<file path="src/rtl/adc_regs_pkg.sv">
package adc_regs_pkg;

    // Flag machine states; bit 0 mirrors the completion flag, bit 1 the overrun flag
    typedef enum logic [1:0] {
        ST_EMPTY    = 2'b00,
        ST_FRESH    = 2'b01,
        ST_STALE_OV = 2'b10,
        ST_LOST     = 2'b11
    } flag_state_t;

    // Field placement inside the result word (decoded by software, so fixed)
    localparam int RES_LSB  = 4;
    localparam int CHN_LSB  = 24;
    localparam int OVR_BIT  = 30;
    localparam int DONE_BIT = 31;

    // Word addresses
    localparam int unsigned WORD_GDR   = 0;
    localparam int unsigned WORD_INTEN = 1;

endpackage

</file>
<file path="src/rtl/adc_flag_fsm.sv">
module adc_flag_fsm
    import adc_regs_pkg::*;
(
    input  logic clk,
    input  logic rst_n,
    input  logic cvt_valid,
    input  logic burst_en,
    input  logic gdr_read,
    input  logic ctrl_wr,
    input  logic cvt_busy,
    output logic done_flag,
    output logic ovr_flag,
    output logic restart_pulse
);

    flag_state_t state_q;
    flag_state_t state_d;
    logic        restart_q;

    // Next-state: strobe beats read, read beats control write
    always_comb begin
        state_d = state_q;
        unique case (state_q)
            ST_EMPTY: begin
                if (cvt_valid) begin
                    state_d = ST_FRESH;
                end else if (gdr_read) begin
                    state_d = ST_EMPTY;
                end else if (ctrl_wr && cvt_busy) begin
                    state_d = ST_FRESH;
                end
            end
            ST_FRESH: begin
                if (cvt_valid) begin
                    state_d = burst_en ? ST_LOST : ST_FRESH;
                end else if (gdr_read) begin
                    state_d = ST_EMPTY;
                end else if (ctrl_wr) begin
                    state_d = cvt_busy ? ST_FRESH : ST_EMPTY;
                end
            end
            ST_LOST: begin
                if (cvt_valid) begin
                    state_d = ST_LOST;
                end else if (gdr_read) begin
                    state_d = ST_EMPTY;
                end else if (ctrl_wr) begin
                    state_d = cvt_busy ? ST_LOST : ST_STALE_OV;
                end
            end
            ST_STALE_OV: begin
                if (cvt_valid) begin
                    state_d = ST_LOST;
                end else if (gdr_read) begin
                    state_d = ST_EMPTY;
                end else if (ctrl_wr && cvt_busy) begin
                    state_d = ST_LOST;
                end
            end
        endcase
    end

    // State register
    always_ff @(posedge clk) begin
        if (!rst_n) begin
            state_q   <= ST_EMPTY;
            restart_q <= 1'b0;
        end else begin
            state_q   <= state_d;
            restart_q <= ctrl_wr && cvt_busy;
        end
    end

    // Outputs decoded from state
    always_comb begin
        done_flag = 1'b0;
        ovr_flag  = 1'b0;
        unique case (state_q)
            ST_EMPTY:    begin done_flag = 1'b0; ovr_flag = 1'b0; end
            ST_FRESH:    begin done_flag = 1'b1; ovr_flag = 1'b0; end
            ST_STALE_OV: begin done_flag = 1'b0; ovr_flag = 1'b1; end
            ST_LOST:     begin done_flag = 1'b1; ovr_flag = 1'b1; end
        endcase
        restart_pulse = restart_q;
    end

endmodule

</file>
<file path="src/rtl/adc_result_capture.sv">
module adc_result_capture #(
    parameter int RES_W = 12,
    parameter int CH_W  = 3
) (
    input  logic             clk,
    input  logic             rst_n,
    input  logic             cvt_valid,
    input  logic [RES_W-1:0] cvt_result,
    input  logic [CH_W-1:0]  cvt_chan,
    output logic [RES_W-1:0] res_q,
    output logic [CH_W-1:0]  chan_q
);

    always_ff @(posedge clk) begin
        if (!rst_n) begin
            res_q  <= '0;
            chan_q <= '0;
        end else if (cvt_valid) begin
            res_q  <= cvt_result;
            chan_q <= cvt_chan;
        end
    end

endmodule

</file>
<file path="src/rtl/adc_chan_irq.sv">
module adc_chan_irq #(
    parameter int CH_W = 3,
    parameter int NCH  = 8
) (
    input  logic            clk,
    input  logic            rst_n,
    input  logic            en_wr,
    input  logic [NCH-1:0]  en_wdata,
    input  logic            done_flag,
    input  logic [CH_W-1:0] chan_q,
    output logic [NCH-1:0]  en_q,
    output logic            irq
);

    // One enable flop per channel
    for (genvar g = 0; g < NCH; g++) begin : g_en
        always_ff @(posedge clk) begin
            if (!rst_n) begin
                en_q[g] <= 1'b0;
            end else if (en_wr) begin
                en_q[g] <= en_wdata[g];
            end
        end
    end

    assign irq = done_flag && en_q[chan_q];

endmodule

</file>
<file path="src/rtl/adc_read_mux.sv">
module adc_read_mux
    import adc_regs_pkg::*;
#(
    parameter int RES_W  = 12,
    parameter int CH_W   = 3,
    parameter int NCH    = 8,
    parameter int ADDR_W = 2,
    parameter int DATA_W = 32
) (
    input  logic [ADDR_W-1:0] bus_addr,
    input  logic [RES_W-1:0]  res_q,
    input  logic [CH_W-1:0]   chan_q,
    input  logic              done_flag,
    input  logic              ovr_flag,
    input  logic [NCH-1:0]    en_q,
    output logic [DATA_W-1:0] bus_rdata
);

    logic [DATA_W-1:0] gdr_word;
    logic [DATA_W-1:0] en_word;

    always_comb begin
        gdr_word                       = '0;
        gdr_word[RES_LSB +: RES_W]     = res_q;
        gdr_word[CHN_LSB +: CH_W]      = chan_q;
        gdr_word[OVR_BIT]              = ovr_flag;
        gdr_word[DONE_BIT]             = done_flag;
        en_word                        = '0;
        en_word[NCH-1:0]               = en_q;
    end

    always_comb begin
        if (bus_addr == ADDR_W'(WORD_GDR)) begin
            bus_rdata = gdr_word;
        end else if (bus_addr == ADDR_W'(WORD_INTEN)) begin
            bus_rdata = en_word;
        end else begin
            bus_rdata = '0;
        end
    end

endmodule

</file>
<file path="src/rtl/adc_status_regs.sv">
module adc_status_regs
    import adc_regs_pkg::*;
#(
    parameter int RES_W  = 12,
    parameter int CH_W   = 3,
    parameter int ADDR_W = 2,
    parameter int DATA_W = 32
) (
    input  logic              clk,
    input  logic              rst_n,
    input  logic [ADDR_W-1:0] bus_addr,
    input  logic              bus_rd,
    input  logic              bus_wr,
    input  logic [DATA_W-1:0] bus_wdata,
    output logic [DATA_W-1:0] bus_rdata,
    input  logic              cvt_valid,
    input  logic [RES_W-1:0]  cvt_result,
    input  logic [CH_W-1:0]   cvt_chan,
    input  logic              burst_en,
    input  logic              ctrl_wr,
    input  logic              cvt_busy,
    output logic              cvt_restart,
    output logic              irq
);

    localparam int NCH = 1 << CH_W;

    logic             gdr_read;
    logic             en_wr;
    logic             done_flag;
    logic             ovr_flag;
    logic [RES_W-1:0] res_q;
    logic [CH_W-1:0]  chan_q;
    logic [NCH-1:0]   en_q;

    assign gdr_read = bus_rd && (bus_addr == ADDR_W'(WORD_GDR));
    assign en_wr    = bus_wr && (bus_addr == ADDR_W'(WORD_INTEN));

    adc_flag_fsm u_fsm (
        .clk           (clk),
        .rst_n         (rst_n),
        .cvt_valid     (cvt_valid),
        .burst_en      (burst_en),
        .gdr_read      (gdr_read),
        .ctrl_wr       (ctrl_wr),
        .cvt_busy      (cvt_busy),
        .done_flag     (done_flag),
        .ovr_flag      (ovr_flag),
        .restart_pulse (cvt_restart)
    );

    adc_result_capture #(.RES_W(RES_W), .CH_W(CH_W)) u_cap (
        .clk        (clk),
        .rst_n      (rst_n),
        .cvt_valid  (cvt_valid),
        .cvt_result (cvt_result),
        .cvt_chan   (cvt_chan),
        .res_q      (res_q),
        .chan_q     (chan_q)
    );

    adc_chan_irq #(.CH_W(CH_W), .NCH(NCH)) u_irq (
        .clk       (clk),
        .rst_n     (rst_n),
        .en_wr     (en_wr),
        .en_wdata  (bus_wdata[NCH-1:0]),
        .done_flag (done_flag),
        .chan_q    (chan_q),
        .en_q      (en_q),
        .irq       (irq)
    );

    adc_read_mux #(
        .RES_W(RES_W), .CH_W(CH_W), .NCH(NCH), .ADDR_W(ADDR_W), .DATA_W(DATA_W)
    ) u_mux (
        .bus_addr  (bus_addr),
        .res_q     (res_q),
        .chan_q    (chan_q),
        .done_flag (done_flag),
        .ovr_flag  (ovr_flag),
        .en_q      (en_q),
        .bus_rdata (bus_rdata)
    );

endmodule

</file>
<file path="config.mk">
export PLATFORM = sky130hd
export DESIGN_NAME = adc_status_regs
export DESIGN_NICKNAME = d
export VERILOG_FILES = /design/src/rtl/adc_regs_pkg.sv /design/src/rtl/adc_flag_fsm.sv /design/src/rtl/adc_result_capture.sv /design/src/rtl/adc_chan_irq.sv /design/src/rtl/adc_read_mux.sv /design/src/rtl/adc_status_regs.sv
export SDC_FILE = /design/constraint.sdc
export NUM_CORES = 1
export LEC_CHECK = 0
export BUFFER_PORTS_ARGS = -buffer_cell sky130_fd_sc_hd__buf_2
export CAP_MARGIN = 15
export CORE_MARGIN = 3
export CORE_UTILIZATION = 44
export DETAILED_ROUTE_END_ITERATION = 10
export PLACE_DENSITY = 0.84
export SLEW_MARGIN = 10
export SYNTH_ARGS = -nofsm -noshare
export SYNTH_HDL_FRONTEND = slang
export SYNTH_SLANG_ARGS = --single-unit
</file>
<file path="constraint.sdc">
create_clock -name clk -period 2.2 [get_ports clk]
set_input_delay 0.55 -clock clk [delete_from_list [all_inputs] [get_ports clk]]
set_output_delay 0.55 -clock clk [all_outputs]
set_load 0.05 [all_outputs]
</file>
### After elaboration in Yosys (flattened, before gate mapping)

Cells that the tools add are included.

| storage, ports and cells | value |
|---|---|
| output and inout port bits | 34 |
| register bits | 26 |
| input port bits | 57 |

| cells by class | value |
|---|---|
| magnitude comparators | 1 |
| muxes and demuxes | 22 |
| equality and inequality tests | 8 |
| reductions and logical operators | 11 |

Operator list:

| kind | count |
|---|---|
| 32-bit two-way mux | 1 |
| 2-bit two-way mux | 13 |
| 8-bit two-way mux | 1 |
| 4-bit by 3-bit inequality test with 1-bit output (second input constant) | 2 |
| 4-bit inequality test (second input constant) | 2 |
| 2-bit case mux with 4 select lines | 1 |
| 2-bit OR reduction | 4 |
| 2-bit by 1-bit equality test with 1-bit output (second input constant) | 2 |
| 2-bit equality test (second input constant) | 2 |
| 1-bit logical AND | 4 |
| 2-bit zero test | 2 |
| 3-bit by 4-bit < comparator with 1-bit output (second input constant) | 1 |
| 1-bit case mux with 2 select lines | 2 |
| 4-bit AND reduction | 1 |
| 1-bit binary-select mux with 3-bit select | 1 |
| 1-bit two-way mux | 3 |

### Longest topological paths before layout

Gate-level depths: netlist (run 1).

| depth | value |
|---|---|
| depth in word-level cells | 5 |
| depth in mapped cells | 5 |
| depth with buffers taken out | 3 |

### Modules after synthesis

From an unflattened synthesis (run 1), not the netlist that was laid out.

| second synthesis, totals | value |
|---|---|
| cells, all modules | 136 |
| area, all modules | 1365.1 µm² |

By module, submodules not included:

| module | instances | seq. area each (µm²) | cells an instance | area each (µm²) |
|---|---|---|---|---|
| adc_result_capture | 1 | 300.3 | 48 | 579.3 |
| adc_chan_irq | 1 | 160.2 | 32 | 366.6 |
| adc_read_mux | 1 | 0.0 | 41 | 280.3 |
| adc_flag_fsm | 1 | 60.1 | 13 | 117.6 |
| adc_status_regs | 1 | 0.0 | 2 | 21.3 |

### Worst setup path after synthesis (run 1)

No wires, ideal clock.

| timing | value |
|---|---|
| kind | reg-to-output |
| from | reg u_cap.chan_q[0] |
| to | out irq |
| setup slack | -0.243 ns |
| arrival time | 1.893 ns |
| buffers on the path | 0 |
| cell stages (with the launch flop) | 4 |
| cells stage by stage | dfxtp_1 -> mux4_1 -> nor2_1 -> a311oi_1 |

| on the way | value |
|---|---|
| cells in the longest elaborated chain, start to end | 3 |

RTL lines:

| what | RTL line | source |
|---|---|---|
| start, declared | adc_result_capture.sv:11 | `output logic [CH_W-1:0] chan_q` |
| start signal, assigned | adc_result_capture.sv:20 | `chan_q <= cvt_chan;` |
| 1-bit binary-select mux with 3-bit select | adc_chan_irq.sv:26 | `assign irq = done_flag && en_q[chan_q];` |
| 1-bit two-way mux (not written as such) | adc_chan_irq.sv:26 |  |
| 1-bit logical AND | adc_chan_irq.sv:26 |  |
| end, declared | adc_status_regs.sv:23 | `output logic irq` |

Every way passes these cells. The select of a mux whose other input is x is not followed.

### Final worst setup path (run 1)

Same ends and word-level chain as after synthesis.

==> flow_summary.yaml, run 1 <==
outcome:
  run_status: "finished, final reports clean"
worst_setup_path:
  critical_path.n_buffers_inverters: 1
  path_max_fanout: 3
  cp_data_required_time_ps: 1650
  worst-r2r-setup-slack_ps: 1380
  worst_path_largest_cell_delay_ps: 500
  timing.critical_path.arrival_ps: 1550
  path_depth: 4
  worst_setup_path_start_kind: "flip-flop"
  r2r_worst_path_depth: 3
  cp_top_family: "multiplexers"
  slowest_stage: "sky130_fd_sc_hd__mux4_2"
  timing.critical_path.to_type: "output port"
  cell_breakdown_of_the_critical_path: "mux4_2, nor2_2, a311oi_2, buf_6"
  path_class: "flip-flop to output port"
logic_synthesis:
  synth.most_common_cell: "sky130_fd_sc_hd__dfxtp_1"
  postSynthRegisterBits: 26
  async_reset_ff_share_pct: 0
  synth_warnings: 0
  yosys_top_cell_by_area: "sky130_fd_sc_hd__dfxtp_1"
  synthCells: 143
  synth-edff-count: 0
  synth.distinct_cells: 25
  synth.area.top_cells: "sky130_fd_sc_hd__dfxtp_1 (39%), sky130_fd_sc_hd__mux2i_1 (16%), sky130_fd_sc_hd__buf_4 (7.9%), sky130_fd_sc_hd__nor2b_1 (7.5%), sky130_fd_sc_hd__and2_1 (7.0%)"
  synthTopCellsByCount: "sky130_fd_sc_hd__dfxtp_1 (26), sky130_fd_sc_hd__mux2i_1 (21), sky130_fd_sc_hd__nor2b_1 (16)"
  synth.yosys.seq_area_share_pct: 38.9
  synth.top_cell.area_share_pct: 38.9
  synth_area_per_cell_um2: 9.35
  yosys_most_used_dff: "sky130_fd_sc_hd__dfxtp_1"
  netlist_area_mm2: 0.00134
timing:
  setup_violations: 0
  grt_setup_unrepaired: "no"
  final-max-slew-violation-count: 0
  final-hold-violation-count: 0
  timing.final.crit_period_ps: 2100
  clock-skew-final_ps: 0.186
  timing.final.crit_share_pct: 95.6
  setup_tns_ps: 0
  fmax_mhz: 475
global_route:
  grt_use_total_pct: 15.6
  initial_antenna_violation_count: 0
  wire_length_of_the_first_global_routing_pass_um: 4460
  grt_max_degree: 27
  gr-total-overflow: 0
  number_of_global_route_vias_before_repair: 1017
clock_network:
  clock_tree.htree_level_count: 1
  cts_root_buf: "sky130_fd_sc_hd__clkbuf_4"
  cts_made_buffers: 3
  worstSkewPairLatency_ps: 320
  cts_max_path_buffers: 2
  clk_pin_slew_ps: 140
  cts.sink_count: 26
  tritoncts: "yes"
detailed_routing:
  vias_per_std_cell: 4.77
  initialDrtViolationCount: 19
  drt-pass1-iter-count: 4
  drt_drc_violations_left: 0
  antenna_violating_nets_remaining: 0
  route.detailed.wl_per_inst_um: 12.1
  detail_route.wirelength_um: 2780
  vias: 1093
floorplan:
  floorplan.rows: 19
  design.core.area_mm2: 0.00283
  fp.dieH_um: 61.1
  initial_core_util_pct: 47.3
  die-area_mm2: 0.00374
  die-width_um: 61.1
  ioPinCount: 91
final_layout:
  area_growth_pct: 24.6
  fill_cells: 250
  layout.cell_area.non_filler_mm2: 0.00167
  instances_no_fill: 229
  layout.core_utilization_pct: 58.9
  n_antenna_cell: 0
  layout-drive-gt1-share_pct: 35.9
  nets: 256
place:
  dp_hpwl_um: 2050
  routabilityCongestion: 0.716
  portBuffers: 55
  post-place-cells: 223
  placed_area_mm2: 0.00159
pwr:
  power.switching_fraction_pct: 28.3
  internal-power_uw: 756
  pwr-share-seq_pct: 48.3
  total_chip_power_mw: 1.06
  pwr_density_cell_mw_per_mm2: 633
  leakagePower_nw: 0.831
  power.switching_uw: 299
  power.combinational.fraction_pct: 20.7
  clockPowerShare_pct: 31.0
  maximum_resistive_drop_on_vdd_uv: 453
job:
  maxCapViolations: 0
min_path:
  holdPathStages: 2
  hold_class: "input port to flip-flop"
timing repair:
action / CTS / global route
endpoints found under the setup margin: 1 / 1
hold buffers: 0 / 0
gates resized for setup: 3 / 3
setup buffers: 0 / 2
pin swaps: 0 / 1
power by group through the flow:
| stage | clock, mW | sequential, mW | combinational, mW |
|---|---|---|---|
| 6_report | 0.327 | 0.509 | 0.219 |
| 5_1_grt | 0.346 | 0.513 | 0.240 |
| 4_1_cts | 0.330 | 0.510 | 0.214 |
| 3_5_place_dp | 0 | 0.521 | 0.212 |
| 3_3_place_gp | 0 | 0.520 | 0.211 |
| 2_1_floorplan | 0 | 0.519 | 0.175 |
flip-flops by register name, indices dropped and copies added, names as in the netlist:
name	cells
u_fsm.state_q	2
u_irq.en_q	8
u_fsm.restart_pulse	1
u_cap.res_q	12
u_cap.chan_q	3
cells by family (layout without fill, tap and decap cells):
group                  after synthesis  after routing  share of synthesized area [%]
multiplexers                        23             23                           18.5
AND/OR/NAND/NOR                     58             58                           23.9
buffers and inverters               20             65                           10.2
other                                1             11                          0.280
flip-flops                          26             26                           38.9
AO/OA/AOI/OAI                       15             15                           8.14
layer usage:
| metal | track usage, % | vias to the layer above | wire (um) |
|---|---|---|---|
| met2 | 25.8 | 37 | 1380 |
| met4 | 5.57 | 0 | 34 |
| met5 | 0 | - | 0 |
| met1 | 20.8 | 487 | 1210 |
| li1 | - | 564 | - |
| met3 | 2.10 | 5 | 149 |
final timing paths:
path / start / endpoint
worst max-delay path: u_cap.chan_q[0] / irq
worst min-delay path: cvt_busy / u_fsm.restart_pulse
worst max register to register: u_fsm.state_q[0] / u_fsm.state_q[1]
worst min register to register: u_irq.en_q[2] / u_irq.en_q[2]
metrics by stage:
stage	hold WS, ps	setup WS [ps]
floorplan	448	146
global placement	466	239
detailed placement	474	237
CTS	452	2.93
global route	446	9.51
finish	456	95.7
layout make-up:
type / instances / area (um^2) / area share [%]
clock buffers: 3 / 22.5 / 1.35
clock inverters: 1 / 30.0 / 1.80
inverters: 1 / 3.75 / 0.225
multi-input cells: 107 / 728 / 43.7
flip-flops and latches: 26 / 524 / 31.5
well taps: 31 / 38.8 / 2.33
repair buffers: 60 / 319 / 19.1
cell usage in the layout, fill, tap and decap left out, types with 2 or more instances in the layout:
cell type	Yosys	layout
sky130_fd_sc_hd__buf_2	1	54
sky130_fd_sc_hd__dfxtp_1	26	25
sky130_fd_sc_hd__mux2i_1	21	21
sky130_fd_sc_hd__nor2b_1	16	16
sky130_fd_sc_hd__and2_1	15	15
sky130_fd_sc_hd__conb_1	1	11
sky130_fd_sc_hd__a21boi_0	9	9
sky130_fd_sc_hd__nand3_1	8	8
sky130_fd_sc_hd__nand2_1	8	8
sky130_fd_sc_hd__nor2_1	6	5
sky130_fd_sc_hd__buf_4	14	5
sky130_fd_sc_hd__clkbuf_4	0	3
sky130_fd_sc_hd__a21oi_1	2	2
sky130_fd_sc_hd__o21a_1	2	2
(Power assumes the default switching activity.)
==> run 2, diff against run 1 <==
--- a/config.mk
+++ b/config.mk
@@ -7,10 +7,13 @@
 export LEC_CHECK = 0
 export BUFFER_PORTS_ARGS = -buffer_cell sky130_fd_sc_hd__buf_2
 export CAP_MARGIN = 15
+export CELL_PAD_IN_SITES_DETAIL_PLACEMENT = 0
+export CELL_PAD_IN_SITES_GLOBAL_PLACEMENT = 1
 export CORE_MARGIN = 3
-export CORE_UTILIZATION = 44
+export CORE_UTILIZATION = 26
 export DETAILED_ROUTE_END_ITERATION = 10
-export PLACE_DENSITY = 0.84
+export PLACE_DENSITY_LB_ADDON = 0.1
+export SETUP_SLACK_MARGIN = 0.05
 export SLEW_MARGIN = 10
 export SYNTH_ARGS = -nofsm -noshare
 export SYNTH_HDL_FRONTEND = slang
==> constraint.sdc (replaced) <==
create_clock -name clk -period 1.9 [get_ports clk]
set_input_delay 0.475 -clock clk [delete_from_list [all_inputs] [get_ports clk]]
set_output_delay 0.475 -clock clk [all_outputs]
set_load 0.05 [all_outputs]
==> run 2 against run 1 <==
Against the previous run: the flow now finishes with violations (setup timing); critical path depth is the same; global-route usage shrank 5.0 points; worst hold slack lost 4.0 ps; clock-buffer cell count is the same; combinational power grew 18%; first-iteration DRC count grew 68%; sequential power grew 16%; setup slack lost 120 ps; die area grew 62%; critical path type unchanged; core utilization shrank 23 points; cell count grew 16%; design area grew 3.5%.
==> flow_summary.yaml, run 2 (synthesis results as in run 1) <==
outcome:
  run_status: "finished with violations"
  failed_checks: "setup timing"
job:
  maxCapViolations: 0
worst_setup_path:
  path_max_fanout: 2
  worst_setup_path_start_kind: "flip-flop"
  path_class: "flip-flop to output port"
  cp_data_required_time_ps: 1420
  timing.critical_path.arrival_ps: 1450
  timing.critical_path.to_type: "output port"
global_route:
  gr-total-overflow: 0
  number_of_global_route_vias_before_repair: 1118
  grt_max_degree: 27
  initial_antenna_violation_count: 0
  grt_use_total_pct: 10.7
  wire_length_of_the_first_global_routing_pass_um: 5130
clock_network:
  cts_made_buffers: 3
  clock_tree.htree_level_count: 1
  cts.sink_count: 26
  clk_pin_slew_ps: 80
  worstSkewPairLatency_ps: 260
  tritoncts: "yes"
  cts_hold_buffers: 0
  cts_max_path_buffers: 2
  postCtsSetupBuffers: 0
  cts_root_buf: "sky130_fd_sc_hd__clkbuf_8"
place:
  pre_cts_ws_ps: 81.1
  dp_hpwl_um: 2430
  routabilityCongestion: 0.742
  portBuffers: 55
final_layout:
  fill_cells: 527
  final_common_cell: "sky130_fd_sc_hd__buf_2"
  layout-drive-gt1-share_pct: 41.9
  largest_registers: "u_cap.res_q x12, u_irq.en_q x8, u_cap.chan_q x3"
  commonest_cells_after_routing_fill_and_taps_aside: "sky130_fd_sc_hd__buf_2 (54), sky130_fd_sc_hd__dfxtp_1 (24), sky130_fd_sc_hd__mux2i_1 (21), sky130_fd_sc_hd__nor2b_1 (16), sky130_fd_sc_hd__conb_1 (11)"
  layout.core_utilization_pct: 35.6
  max_reg_flops: 12
  ff_latch_area_um2: 523
  multiInputGateArea_um2: 746
  n_antenna_cell: 0
  largest_register: "u_cap.res_q"
  area_growth_pct: 28.9
  nets: 257
detailed_routing:
  vias: 1113
  initialDrtViolationCount: 32
  antenna_violating_nets_remaining: 0
  detail_route.wirelength_um: 3130
  drt_drc_violations_left: 0
  route.detailed.wl_per_inst_um: 11.8
  vias_per_std_cell: 4.20
  drt-pass1-iter-count: 4
timing:
  final-hold-violation-count: 0
  fin_ws_ps: -27.7
  clock-skew-final_ps: 0.0148
  timing.final.crit_period_ps: 1930
  setup_violations: 1
  fmax_mhz: 519
  setup_tns_ps: -27.7
  final-max-slew-violation-count: 0
  timing.final.crit_share_pct: 101
  grt_setup_unrepaired: "yes"
pwr:
  maximum_resistive_drop_on_vdd_uv: 439
  total_chip_power_mw: 1.15
  internal-power_uw: 808
  power.switching_fraction_pct: 30.0
  pwr_density_cell_mw_per_mm2: 669
  pwr-share-seq_pct: 51.2
  power.combinational.fraction_pct: 22.4
  clockPowerShare_pct: 26.4
  leakagePower_nw: 0.832
  power.switching_uw: 346
floorplan:
  design.core.area_mm2: 0.00485
  ioPinCount: 91
  floorplan.rows: 25
  initial_core_util_pct: 27.6
  die-area_mm2: 0.00604
  die-width_um: 77.7
  fp.dieH_um: 77.7
min_path:
  hold_class: "input port to flip-flop"
==> run 2: power by group through the flow <==
stage | combinational (mW) | clock [mW] | sequential [mW]
after floorplan | 0.204 | 0 | 0.601
after global placement | 0.253 | 0 | 0.602
after detailed placement | 0.257 | 0 | 0.603
after CTS | 0.261 | 0.324 | 0.592
after global routing | 0.279 | 0.351 | 0.596
final | 0.258 | 0.305 | 0.591
==> run 2: metrics by stage <==
step,hold WS (ps),cell area (um^2),std cells
after floorplan,448,1400,153
after global placement,469,1670,262
after detailed placement,469,1670,262
after CTS,444,1720,265
after global routing,454,1720,265
final,452,1720,265
==> run 2: area by class of cell <==
| type | count | area share, % |
|---|---|---|
| Sequential cell | 26 | 30.3 |
| Timing Repair Buffer | 61 | 18.9 |
| Clock buffer | 3 | 2.39 |
| Tap cell | 67 | 4.86 |
| Inverter | 1 | 0.218 |
| Multi-Input combinational cell | 107 | 43.3 |
==> run 2: final timing paths <==
kind,startpoint,end,slack [ps],cells past startpoint
hold reg to reg,u_irq.en_q[0],u_irq.en_q[0],480,2
setup / recovery,u_cap.chan_q[0],irq,-30,4
hold / removal,cvt_busy,u_fsm.restart_pulse,450,2
setup reg to reg,u_fsm.state_q[0],u_fsm.state_q[1],1090,3
==> run 2: metal layers <==
| layer | routed length (um) | track usage [%] |
|---|---|---|
| met1 | 1280 | 11.9 |
| met2 | 1580 | 19.4 |
| met3 | 254 | 3.60 |
| met4 | 15 | 2.14 |
| met5 | 0 | 0 |
==> run 2: critical path, cell delays in order, from the launching register on <==
cell and delay (ps):
sky130_fd_sc_hd__dfxtp_2 350, sky130_fd_sc_hd__mux4_2 500, sky130_fd_sc_hd__nor2_2 110, sky130_fd_sc_hd__a311oi_2 50, sky130_fd_sc_hd__buf_6 180
==> run 2: repair_timing <==
item	CTS	global route
endpoints found under the setup margin	1	5
resized for setup	7	1
gates cloned	0	0
endpoints found under the hold margin	0	0
pin swaps	1	1
==> run 3, diff against run 2 <==
--- a/config.mk
+++ b/config.mk
@@ -7,12 +7,10 @@
 export LEC_CHECK = 0
 export BUFFER_PORTS_ARGS = -buffer_cell sky130_fd_sc_hd__buf_2
 export CAP_MARGIN = 15
-export CELL_PAD_IN_SITES_DETAIL_PLACEMENT = 0
-export CELL_PAD_IN_SITES_GLOBAL_PLACEMENT = 1
 export CORE_MARGIN = 3
-export CORE_UTILIZATION = 26
+export CORE_UTILIZATION = 37
 export DETAILED_ROUTE_END_ITERATION = 10
-export PLACE_DENSITY_LB_ADDON = 0.1
+export PLACE_DENSITY = 0.75
 export SETUP_SLACK_MARGIN = 0.05
 export SLEW_MARGIN = 10
 export SYNTH_ARGS = -nofsm -noshare
==> run 3 against run 2 <==
Against the previous run: the flow still finishes with violations (setup timing); design area up 2.0%; setup slack worse by 46 ps; wire length down 6.9%; sequential power about the same; power up 6.5%; die area down 28%; first-iteration DRC count up 3.1%; combinational power up 2%; critical path type unchanged; non-clock buffer count up 1; global-route usage up 3.1 points; worst hold slack worse by 51 ps.
==> flow_summary.yaml, run 3 (synthesis results as in run 1) <==
timing:
  timing.final.crit_share_pct: 104
  hold_slack_ps: 402
  grt_setup_unrepaired: "yes"
  fin_ws_ps: -73.6
  timing.final.crit_period_ps: 1970
  final-hold-violation-count: 0
  fmax_mhz: 507
  final-max-slew-violation-count: 0
  clock-skew-final_ps: 0.149
  setup_violations: 1
worst_setup_path:
  timing.critical_path.arrival_ps: 1500
  r2r_worst_path_depth: 3
  reg2reg_to: "u_fsm.state_q[1]"
  timing.critical_path.to_type: "output port"
  cp_data_required_time_ps: 1420
  worst-r2r-setup-slack_ps: 1040
  path_max_fanout: 2
  path_class: "flip-flop to output port"
  worstReg2RegStart: "u_fsm.state_q[0]"
  worst_setup_path_start_kind: "flip-flop"
final_layout:
  layout-drive-gt1-share_pct: 42.5
  largest_registers: "u_cap.res_q x12, u_irq.en_q x8, u_cap.chan_q x3"
  layout.cell_area.non_filler_mm2: 0.00176
  final_common_cell: "sky130_fd_sc_hd__buf_2"
  commonest_cells_after_routing_fill_and_taps_aside: "sky130_fd_sc_hd__buf_2 (41), sky130_fd_sc_hd__dfxtp_1 (24), sky130_fd_sc_hd__mux2i_1 (21), sky130_fd_sc_hd__nor2b_1 (16), sky130_fd_sc_hd__clkbuf_4 (16)"
  largest_register: "u_cap.res_q"
  layout.core_utilization_pct: 51.5
  area_growth_pct: 31.4
  max_reg_flops: 12
  nets: 258
  n_antenna_cell: 0
min_path:
  holdPathStages: 2
  hold_class: "input port to flip-flop"
  hold_path.startpoint: "cvt_busy"
  hold_path_end: "u_fsm.restart_pulse"
place:
  routabilityCongestion: 0.710
  portBuffers: 55
  placed_area_mm2: 0.00164
  dp_hpwl_um: 2230
global_route:
  grt_use_total_pct: 13.7
  wire_length_of_the_first_global_routing_pass_um: 4740
  number_of_global_route_vias_before_repair: 1052
  initial_antenna_violation_count: 0
  grt_max_degree: 27
  gr-total-overflow: 0
clock_network:
  cts.sink_count: 26
  cts_hold_buffers: 0
  cts_made_buffers: 3
  clock_tree.htree_level_count: 1
  tritoncts: "yes"
  cts_root_buf: "sky130_fd_sc_hd__clkbuf_4"
  clk_pin_slew_ps: 140
  worstSkewPairLatency_ps: 310
  cts_max_path_buffers: 2
floorplan:
  ioPinCount: 91
  fp.dieH_um: 66.1
  design.core.area_mm2: 0.00342
  initial_core_util_pct: 39.2
  die-area_mm2: 0.00437
  die-width_um: 66.1
  floorplan.rows: 21
pwr:
  power.switching_fraction_pct: 27.9
  power.switching_uw: 343
  pwr_density_cell_mw_per_mm2: 699
  pwr-share-seq_pct: 48.3
  power.combinational.fraction_pct: 21.5
  internal-power_uw: 885
  clockPowerShare_pct: 30.3
  leakagePower_nw: 0.837
  maximum_resistive_drop_on_vdd_uv: 421
detailed_routing:
  drt-pass1-iter-count: 4
  vias_per_std_cell: 4.57
  route.detailed.wl_per_inst_um: 11.9
  detail_route.wirelength_um: 2920
  vias: 1123
  drt_drc_violations_left: 0
  initialDrtViolationCount: 33
  antenna_violating_nets_remaining: 0
outcome:
  failed_checks: "setup timing"
  run_status: "finished with violations"
job:
  maxCapViolations: 0
## run 3: changes by cell type in the layout (fill, tap and decap cells not counted), sizes merged
cell,change
buf,-12
bufinv,+1
clkbuf,+13
## run 3: worst max-delay path by stage
stage	endpoint	start	slack [ps]	depth (start not counted)
after global placement	bus_rdata[2]	bus_addr[1]	70	4
after detailed placement	bus_rdata[2]	bus_addr[1]	70	4
after global routing	irq	u_cap.chan_q[0]	-150	4
after floorplan	irq	u_cap.chan_q[0]	-3	3
final	irq	u_cap.chan_q[0]	-70	4
after CTS	irq	u_cap.chan_q[0]	-120	4
## run 3: cell type report
type                    instances  area, um^2
clock inverters                 1        30.0
fillers                       339        1660
repair buffers                 62         367
flip-flops and latches         26         523
inverters                       1        3.75
multi-input cells             107         754
well taps                      46        57.6
clock buffers                   3        22.5
## run 3: stage by stage
step / setup TNS, ps / total power [mW] / instances / setup WS (ps)
after detailed placement: 0 / 0.857 / 241 / 72.3
after floorplan: -3.41 / 0.805 / 153 / -3.41
after global placement: 0 / 0.853 / 241 / 68.9
after global routing: -146 / 1.28 / 246 / -146
after CTS: -116 / 1.24 / 245 / -116
final: -73.6 / 1.23 / 246 / -73.6
## run 3: routing by layer
| metal | up-vias | GRT usage [%] | share of wire (%) |
|---|---|---|---|
| met3 | 2 | 3.40 | 9.1 |
| met2 | 43 | 23.8 | 47 |
| met4 | 0 | 5.33 | 0.86 |
| met1 | 511 | 16.1 | 43 |
| met5 | - | 0 | 0 |
| li1 | 567 | - | - |
## run 3: timing repair
action,CTS,global route
buffers inserted,0,1
resized for setup,7,15
setup endpoints to repair,1,17
pin swaps,1,1
## run 3: critical path, cell delays in order (launching register included)
cell,delay [ps]
sky130_fd_sc_hd__dfxtp_2,360
sky130_fd_sc_hd__mux4_2,500
sky130_fd_sc_hd__nor2_2,100
sky130_fd_sc_hd__a311oi_2,50
sky130_fd_sc_hd__buf_6,170
## run 3: power by group through the flow
stage / Clock (mW) / Sequential (mW) / Combinational [mW]
floorplan: 0 / 0.601 / 0.204
global placement: 0 / 0.602 / 0.251
detailed placement: 0 / 0.603 / 0.254
CTS: 0.385 / 0.593 / 0.257
global route: 0.401 / 0.597 / 0.285
finish: 0.372 / 0.593 / 0.264
